<file path="src/rtl/crc_pkg.sv">
package crc_pkg;

  localparam int CRC_MAX_W = 32;

  typedef enum logic [1:0] {
    MODE_CCITT = 2'd0,
    MODE_C8    = 2'd1,
    MODE_C16   = 2'd2,
    MODE_C32   = 2'd3
  } crc_mode_e;

  // control register image, bit 0 at the bottom
  typedef struct packed {
    logic [1:0] wlen;
    logic       out_cpl;
    logic       out_rev;
    logic       in_cpl;
    logic       in_rev;
    crc_mode_e  mode;
    logic       en;
  } crc_ctrl_t;

  localparam int CTRL_W     = $bits(crc_ctrl_t);
  localparam int RELOAD_BIT = CTRL_W;

  function automatic logic [5:0] mode_width(crc_mode_e m);
    case (m)
      MODE_C8:  return 6'd8;
      MODE_C32: return 6'd32;
      default:  return 6'd16;
    endcase
  endfunction

  function automatic logic [CRC_MAX_W-1:0] mode_mask(crc_mode_e m);
    case (m)
      MODE_C8:  return 32'h0000_00FF;
      MODE_C32: return 32'hFFFF_FFFF;
      default:  return 32'h0000_FFFF;
    endcase
  endfunction

  function automatic logic [CRC_MAX_W-1:0] mode_poly(crc_mode_e m);
    case (m)
      MODE_CCITT: return 32'h0000_1021;
      MODE_C8:    return 32'h0000_0007;
      MODE_C16:   return 32'h0000_8005;
      default:    return 32'h04C1_1DB7;
    endcase
  endfunction

endpackage

</file>
<file path="src/rtl/crc_in_lane.sv">
module crc_in_lane (
  input  logic [7:0] byte_in,
  input  logic       rev,
  input  logic       cpl,
  output logic [7:0] byte_out
);
  logic [7:0] flipped;

  always_comb begin
    for (int i = 0; i < 8; i++) flipped[i] = byte_in[7-i];
  end

  assign byte_out = (rev ? flipped : byte_in) ^ {8{cpl}};
endmodule

</file>
<file path="src/rtl/crc_byte_fold.sv">
module crc_byte_fold
  import crc_pkg::*;
(
  input  logic [CRC_MAX_W-1:0] crc_in,
  input  logic [7:0]           byte_in,
  input  crc_mode_e            mode,
  output logic [CRC_MAX_W-1:0] crc_out
);
  logic [5:0]           sh;
  logic [CRC_MAX_W-1:0] acc;
  logic [CRC_MAX_W-1:0] gen;

  // left-align the active width so one shifter serves every mode
  always_comb begin
    sh  = 6'(CRC_MAX_W) - mode_width(mode);
    acc = crc_in << sh;
    gen = mode_poly(mode) << sh;
    for (int i = 7; i >= 0; i--) begin
      if (acc[CRC_MAX_W-1] ^ byte_in[i]) acc = (acc << 1) ^ gen;
      else                               acc = acc << 1;
    end
    crc_out = acc >> sh;
  end
endmodule

</file>
<file path="src/rtl/crc_out_stage.sv">
module crc_out_stage
  import crc_pkg::*;
(
  input  logic [CRC_MAX_W-1:0] state,
  input  crc_mode_e            mode,
  input  logic                 rev,
  input  logic                 cpl,
  output logic [CRC_MAX_W-1:0] sum
);
  logic [CRC_MAX_W-1:0] mirrored;
  logic [CRC_MAX_W-1:0] picked;
  logic [CRC_MAX_W-1:0] msk;
  logic [5:0]           sh;

  always_comb begin
    msk = mode_mask(mode);
    sh  = 6'(CRC_MAX_W) - mode_width(mode);
    for (int i = 0; i < CRC_MAX_W; i++) mirrored[i] = state[CRC_MAX_W-1-i];
    picked = rev ? (mirrored >> sh) : state;
    sum    = (picked ^ (cpl ? msk : '0)) & msk;
  end
endmodule

</file>
<file path="src/rtl/crc_unit.sv">
module crc_unit
  import crc_pkg::*;
#(
  parameter int DATA_W = 32,
  parameter int ADDR_W = 2
) (
  input  logic              clk,
  input  logic              rst_n,
  input  logic              wr_en,
  input  logic [ADDR_W-1:0] wr_addr,
  input  logic [DATA_W-1:0] wr_data,
  input  logic [ADDR_W-1:0] rd_addr,
  output logic [DATA_W-1:0] rd_data
);
  localparam int NBYTES = DATA_W / 8;
  localparam logic [ADDR_W-1:0] A_CTRL = ADDR_W'(0);
  localparam logic [ADDR_W-1:0] A_SEED = ADDR_W'(1);
  localparam logic [ADDR_W-1:0] A_DATA = ADDR_W'(2);
  localparam logic [ADDR_W-1:0] A_SUM  = ADDR_W'(3);

  crc_ctrl_t            ctrl_q;
  logic [DATA_W-1:0]    seed_q;
  logic [CRC_MAX_W-1:0] crc_q;
  logic [CRC_MAX_W-1:0] chain [0:NBYTES];
  logic [CRC_MAX_W-1:0] folded;
  logic [CRC_MAX_W-1:0] sum_out;
  crc_mode_e            new_mode;

  assign chain[0] = crc_q;

  for (genvar k = 0; k < NBYTES; k++) begin : g_lane
    logic [7:0] b_prep;
    crc_in_lane u_lane (
      .byte_in (wr_data[8*k +: 8]),
      .rev     (ctrl_q.in_rev),
      .cpl     (ctrl_q.in_cpl),
      .byte_out(b_prep)
    );
    crc_byte_fold u_fold (
      .crc_in (chain[k]),
      .byte_in(b_prep),
      .mode   (ctrl_q.mode),
      .crc_out(chain[k+1])
    );
  end

  always_comb begin
    case (ctrl_q.wlen)
      2'd0:    folded = chain[1];
      2'd1:    folded = chain[2];
      default: folded = chain[NBYTES];
    endcase
  end

  assign new_mode = crc_mode_e'(wr_data[2:1]);

  always_ff @(posedge clk or negedge rst_n) begin
    if (!rst_n) begin
      ctrl_q <= '0;
      seed_q <= '0;
      crc_q  <= '0;
    end else if (wr_en) begin
      case (wr_addr)
        A_CTRL: begin
          ctrl_q <= crc_ctrl_t'(wr_data[CTRL_W-1:0]);
          if (wr_data[RELOAD_BIT]) crc_q <= seed_q & mode_mask(new_mode);
        end
        A_SEED: seed_q <= wr_data;
        A_DATA: if (ctrl_q.en) crc_q <= folded;
        default: ;
      endcase
    end
  end

  crc_out_stage u_out (
    .state(crc_q),
    .mode (ctrl_q.mode),
    .rev  (ctrl_q.out_rev),
    .cpl  (ctrl_q.out_cpl),
    .sum  (sum_out)
  );

  always_comb begin
    rd_data = '0;
    case (rd_addr)
      A_CTRL: rd_data[CTRL_W-1:0] = ctrl_q;
      A_SEED: rd_data = seed_q;
      A_SUM:  rd_data = sum_out;
      default: ;
    endcase
  end
endmodule

</file>
<file path="config.mk">
export PLATFORM = sky130hd
export DESIGN_NAME = crc_unit
export DESIGN_NICKNAME = d
export VERILOG_FILES = /design/src/rtl/crc_pkg.sv /design/src/rtl/crc_in_lane.sv /design/src/rtl/crc_byte_fold.sv /design/src/rtl/crc_out_stage.sv /design/src/rtl/crc_unit.sv
export SDC_FILE = /design/constraint.sdc
export NUM_CORES = 1
export LEC_CHECK = 0
export ABC_CLOCK_PERIOD_IN_PS = 14710
export BUFFER_PORTS_ARGS = -buffer_cell sky130_fd_sc_hd__buf_2
export CAP_MARGIN = 20
export CORE_ASPECT_RATIO = 1.1
export CORE_MARGIN = 2
export CORE_UTILIZATION = 40
export DETAILED_ROUTE_END_ITERATION = 8
export GPL_TIMING_DRIVEN = 0
export HOLD_SLACK_MARGIN = 0.1
export PLACE_DENSITY_LB_ADDON = 0.15
export SYNTH_ARGS = -nofsm -noshare
export SYNTH_HDL_FRONTEND = slang
export SYNTH_SLANG_ARGS = --single-unit
export TNS_END_PERCENT = 20
</file>
<file path="constraint.sdc">
create_clock -name clk -period 14.71 [get_ports clk]
set_clock_uncertainty 0.05 [all_clocks]
set_input_delay 0.7355 -clock clk [delete_from_list [all_inputs] [get_ports clk]]
set_output_delay 0.7355 -clock clk [all_outputs]
set_load 0.05 [all_outputs]
</file>
## Yosys cells after proc, flatten, opt, wreduce, memory -nomap -nowiden

Index checks and enable logic that the tools add are counted.

- Output and inout port bits: 32
- Bits in writable memories: 0
- Memories kept: 0
- Latch bits: 0
- Memory bits (read-only): 0
- Word-level logic and storage cells: 162
- Flip-flop bits (word level): 73
- Bits of input ports: 39

- Divide/modulo/power cells: 0
- Equality and inequality tests: 12
- Bitwise gates (word level): 71
- Add/sub/neg operators: 1
- Shift-type cells: 10
- Magnitude comparators: 0
- Muxes and demuxes: 51
- Reductions and logical operators: 8
- Multiply operators: 0

Operators by type and width:

| kind | count |
|---|---|
| two-way mux 32 bit | 39 |
| bitwise XOR 32 bit | 33 |
| case mux 32 bit (2 select lines) | 4 |
| >> shifter 32 x 6 -> 32 bit | 5 |
| left shift 32 x 6 -> 32 bit | 4 |
| case mux 27 bit (3 select lines) | 1 |
| bitwise AND 32 bit | 2 |
| case mux 23 bit (2 select lines) | 1 |
| two-way mux 8 bit | 4 |
| left shift 27 x 6 -> 32 bit | 1 |
| bitwise XOR 1 bit | 32 |
| bitwise XOR 8 bit | 4 |
| case mux 9 bit (3 select lines) | 1 |
| case mux 6 bit (2 select lines) | 1 |
| equality test 2 x 1 -> 1 bit (second input constant) | 5 |
| equality test 2 bit (second input constant) | 5 |
| logical NOT 2 bit | 4 |
| subtractor 6 bit (first input constant) | 1 |
| != test 2 bit (second input constant) | 2 |
| AND reduction 2 bit | 2 |
| AND reduction 4 bit | 1 |
| nonzero test 2 bit | 1 |

## Depth between registers and ports, before layout

- Depth in word-level cells: 78
- Depth in mapped cells: 57
- Depth with buffers taken out: 46

## Hierarchy

A second synthesis with hierarchy kept.

- Cell total of the unflattened synthesis: 3086
- Area, all modules: 23526.3 sq um

Modules (own cells, without submodules):

| module | cells an instance | sequential area each (sq um) | times used | area an instance (sq um) |
|---|---|---|---|---|
| crc_byte_fold (g_lane[1].u_fold ...) | 589 | 0.0 | 3 | 4261.6 |
| crc_unit | 434 | 1826.8 | 1 | 4476.8 |
| crc_byte_fold (g_lane[0].u_fold) | 634 | 0.0 | 1 | 4370.4 |
| crc_out_stage | 179 | 0.0 | 1 | 1228.7 |
| crc_in_lane | 18 | 0.0 | 4 | 166.4 |

## Worst setup path before layout

No wires, ideal clock.

- Path kind: register -> register
- Start point: register ctrl_q[2] (netlist bit)
- End point: register crc_q[12]
- Path slack: 810 ps
- Path buffers: 2
- Data required time: 14537 ps
- Clock period less this slack: 13900 ps
- Setup time: 123 ps
- Arrival: 13727 ps
- Stages on the path, launching flop included: 49
- Cells stage by stage: dfrtp_1 -> inv_1 -> ha_1 -> buf_6 -> mux2_4 -> a221oi_4 -> xor2_4 -> xnor3_1 -> and3_1 -> or3_1 -> xor3_1 -> xnor3_1 -> nand2b_1 -> buf_4 -> xnor2_1 -> nor3_1 -> or3_1 -> nand3_1 -> [... 13 more ...] -> nor2_4 -> xnor3_2 -> xor3_1 -> and2_4 -> xor2_1 -> a222oi_1 -> a41o_1 -> nor2_4 -> xnor3_1 -> or4_1 -> o21ai_2 -> xnor3_2 -> xor2_4 -> xor2_1 -> nand2_1 -> xnor3_1 -> a221o_1 -> o221a_1

- Longest elaborated chain between the ends: 78
- Elaborated cells on any way between the ends: 115
- Those cells by class: 1 x add/sub; 3 x eq/ne; 9 x shift; 37 x mux; 64 x bitwise; 1 x reduce/logical

RTL lines:

| element | line | text |
|---|---|---|
| start: declaration | crc_unit.sv:21 | `crc_ctrl_t ctrl_q;` |
| start signal: assignment | crc_unit.sv:65 | `ctrl_q <= crc_ctrl_t'(wr_data[CTRL_W-1:0]);` |
| equality test 2 bit / equality test 2 x 1 -> 1 bit (equally long branches) | crc_pkg.sv:27, crc_pkg.sv:43 |  |
| case mux 6 bit (2 select lines) | crc_pkg.sv:27 | `case (m)` |
| subtractor 6 bit | crc_byte_fold.sv:15 | `sh = 6'(CRC_MAX_W) - mode_width(mode);` |
| left shift 32 x 6 -> 32 bit / left shift 27 x 6 -> 32 bit (equally long branches) | crc_byte_fold.sv:16, crc_byte_fold.sv:17 |  |
| bitwise XOR 32 bit / bitwise XOR 1 bit (equally long branches) | crc_byte_fold.sv:19 | `if (acc[CRC_MAX_W-1] ^ byte_in[i]) acc = (acc << 1) ^ gen;` |
| two-way mux 32 bit | crc_byte_fold.sv:19 |  |
| bitwise XOR 32 bit / bitwise XOR 1 bit (equally long branches) | crc_byte_fold.sv:19 |  |
| two-way mux 32 bit | crc_byte_fold.sv:19 |  |
| [... 62 more ...] | - |  |
| bitwise XOR 32 bit / bitwise XOR 1 bit (equally long branches) | crc_byte_fold.sv:19 |  |
| two-way mux 32 bit | crc_byte_fold.sv:19 |  |
| bitwise XOR 1 bit / bitwise XOR 32 bit (equally long branches) | crc_byte_fold.sv:19 |  |
| two-way mux 32 bit | crc_byte_fold.sv:19 |  |
| >> shifter 32 x 6 -> 32 bit | crc_byte_fold.sv:22 | `crc_out = acc >> sh;` |
| case mux 32 bit (2 select lines) (*) | crc_unit.sv:48 | `case (ctrl_q.wlen)` |
| two-way mux 32 bit (*) | crc_unit.sv:69 | `A_DATA: if (ctrl_q.en) crc_q <= folded;` |
| case mux 32 bit (2 select lines) (*) | crc_unit.sv:63 | `case (wr_addr)` |
| end signal: assignment | crc_unit.sv:66 | `if (wr_data[RELOAD_BIT]) crc_q <= seed_q & mode_mask(new_mode);` |
| end signal: assignment | crc_unit.sv:69 |  |
| end: declaration | crc_unit.sv:23 | `logic [CRC_MAX_W-1:0] crc_q;` |

Mark *: on every way between the ends. The rest lies on a longest branch, timed or not. The select of a mux whose other input is x is not followed.
A chain may end at the register's enable or synchronous reset.

## Worst setup path after layout

- Start point: register ctrl_q[2] (netlist bit)
- End point: register crc_q[8]

The elaborated chain is that of the path after synthesis.

==> flow_metrics.py <==
metrics = {
    "setup_path": {
        "reg2reg_depth": 55,
        "r2r_start": "ctrl_q[2]$_DFFE_PN0P_",
        "reg2reg_slack_ns": 0.17,
        "path_max_fanout": 10,
        "required_ns": 14.90,
        "cp-end-kind": "flop",
        "crit_path_start_kind": "flop",
        "cp.arrival_ns": 14.73,
        "cp_common_cell": "buf_4",
        "slowest_stage": "clkbuf_1",
        "crit_type": "flop to flop",
        "r2r_end": "crc_q[8]$_DFFE_PN0P_",
        "max_stage_delay_ns": 0.63,
    },
    "sta": {
        "drv_slew": 0,
        "worst_slew_pin_slew_ns": 1.29,
        "setup_viol": 0,
        "fin_crit_ns": 14.54,
        "holdWs_ns": 0.169,
        "timing.final.crit_share_pct": 98.8,
        "finalHoldViolCount": 0,
        "fin_setup_tns_ns": 0,
        "fmax_mhz": 68.8,
        "maxSlewHeadroom_pct": 13.7,
        "setup_ws_ns": 0.175,
    },
    "floorplanning": {
        "core.rowCount": 87,
        "core_area_sq_mm": 0.0511,
        "dieArea_sq_mm": 0.0533,
        "die_y_um": 242,
        "io_pins": 71,
        "die_x_um": 220,
        "initial_core_util_pct": 40.3,
    },
    "job": {
        "drv_cap": 0,
    },
    "yosys": {
        "synthTopCellsByCount": "xnor2_1, nand2_1, nor2_1",
        "syn_nets": 2871,
        "synth_edf_count": 0,
        "synthCells": 2825,
        "synth.most_common_cell": "xnor2_1",
        "synthArstFlopShare_pct": 100,
        "synth_flop_cell": "dfrtp_1",
        "yosysTopAreaCellShare_pct": 15.7,
        "ys_ff_latch": 73,
        "mappedNetlistArea_sq_mm": 0.0206,
        "yosysTopAreaCell": "xnor2_1",
        "ys_top_cells_by_area": "xnor2_1, dfrtp_1, nand2_1",
        "yosysSeqAreaShare_pct": 8.87,
        "synth_cell_types": 121,
        "syn_area_per_cell_sq_um": 7.29,
        "yosys_warnings": 0,
    },
    "detailed_routing": {
        "routedWlPerCell_um": 32.1,
        "final_antenna_net_count": 0,
        "first_iter_violations": 3472,
        "num_vias": 24800,
        "dr.pass1.iters": 6,
        "viasPerCell": 6.65,
        "post-route-drc-count": 0,
        "wl_um": 120000,
    },
    "final_layout": {
        "area_delta_synth_final_pct": 24.5,
        "utilization_pct": 50.2,
        "n_fill_cell": 5084,
        "regArea_sq_mm": 0.00183,
        "drive_above_1_share_pct": 22.4,
        "multi_input_area_sq_mm": 0.0199,
        "finalNetCount": 3106,
    },
    "placed_design": {
        "place_congestion": 1.05,
        "port_buffers": 68,
        "dp_slack_ns": -3.11,
        "post-dp-hpwl_um": 94100,
    },
    "cts": {
        "clock_path_buffers": 2,
        "postCtsHoldBufs": 0,
        "cts_buffers": 9,
        "cts.sinks": 73,
        "tritoncts": "done",
        "clk_pin_slew_ns": 0.06,
        "root_buffer": "clkbuf_16",
        "cts_htree_levels": 3,
        "clock_latency_ns": 0.36,
    },
    "hold_path": {
        "hold_class": "input port to async pin",
    },
    "global_routing": {
        "grt_max_degree": 63,
        "grt_pass1_vias": 23200,
        "grt_pass1_wl_um": 168000,
        "antenna_found_initial": 4,
        "grt_overflow_total": 0,
        "track_usage_pct": 43.4,
    },
    "outcome": {
        "status": "finished, final reports clean",
    },
}
==> worst max path at each step <==
stage          cells past startpoint                    end                   from  slack [ns]
2_1_floorplan                     48  crc_q[12]$_DFFE_PN0P_  ctrl_q[2]$_DFFE_PN0P_        0.81
3_3_place_gp                      49   crc_q[8]$_DFFE_PN0P_  ctrl_q[2]$_DFFE_PN0P_       -3.48
3_5_place_dp                      50   crc_q[8]$_DFFE_PN0P_  ctrl_q[2]$_DFFE_PN0P_       -3.11
4_1_cts                           52   crc_q[9]$_DFFE_PN0P_  ctrl_q[2]$_DFFE_PN0P_        0.05
5_1_grt                           52  crc_q[12]$_DFFE_PN0P_  ctrl_q[1]$_DFFE_PN0P_       -0.18
6_report                          55   crc_q[8]$_DFFE_PN0P_  ctrl_q[2]$_DFFE_PN0P_        0.17
==> routing by layer <==
| metal | wire length, um | GRT usage (%) |
|---|---|---|
| met1 | 47100 | 57.4 |
| met2 | 51000 | 65.5 |
| met3 | 12800 | 8.39 |
| met4 | 8860 | 24.9 |
| met5 | 23 | 0 |
==> what timing repair did <==
action | in CTS | in global routing
setup buffers | 67 | 84
resized for setup | 218 | 209
pin swaps | 61 | 92
endpoints found under the setup margin | 32 | 32
==> worst max-delay path, delay by kind of cell, from the launching register on <==
family	cells	cell delay, ns
AOI/OAI and AO/OA	18	4.62
xor gates and xnor gates	13	3.67
adders and majority gates	1	0.16
buffers and inverters	12	2.36
DFF	1	0.44
muxes	2	0.74
and+or+nand+nor	9	2.38
==> final cells by class <==
class / instances / share of cell area (%)
flip-flops and latches: 73 / 7.14
well taps: 667 / 3.26
clock inverters: 6 / 0.449
diodes: 2 / 0.0195
inverters: 23 / 0.347
multi-input cells: 2508 / 77.6
clock buffers: 10 / 0.894
repair buffers: 228 / 6.55
plain buffers: 217 / 3.71
==> sequential cells by signal, indices dropped and copies added, names as in the netlist <==
register  flops
ctrl_q        9
seed_q       32
crc_q        32
==> cell families after synthesis <==
family	Yosys count	share of synthesized area [%]
AOI/OAI and AO/OA	763	25.2
xor gates and xnor gates	597	31.4
adders and majority gates	7	0.425
buffers and inverters	244	4.73
DFF	73	8.87
muxes	142	7.35
and+or+nand+nor	999	22.0
==> per-stage QoR <==
step                instance area (sq um)  instances
finish                              25600       3734
global route                        25600       3732
CTS                                 24000       3650
detailed placement                  21900       3567
global placement                    21800       3560
floorplan                           20600       2825
==> cell usage in the layout (no fill, tap or decap), types with 16 or more instances in the layout <==
cell type	netlist	routed
a31oi_1	38	34
o21ai_0	127	112
a21oi_1	205	192
o21ai_1	17	24
nor2_1	289	276
mux2i_1	87	74
inv_1	20	19
buf_2	25	79
nor3_1	64	53
buf_1	40	38
clkbuf_1	150	135
xnor3_2	4	30
o211ai_1	33	33
xnor3_1	58	32
o22ai_1	45	40
nand4_1	19	19
and3_1	39	37
nand3_1	102	95
a21o_1	20	17
a211oi_1	30	23
xor2_2	2	16
a22oi_1	18	16
dfrtp_1	73	71
xnor2_2	17	30
mux2_2	50	49
xnor2_1	368	330
buf_4	5	161
xnor2_4	2	27
xor2_1	134	114
nand2_1	356	341
and2_1	16	16
Power is not shown: default switching activity piles up to over one toggle a cycle in this logic, so the estimate is an artifact.
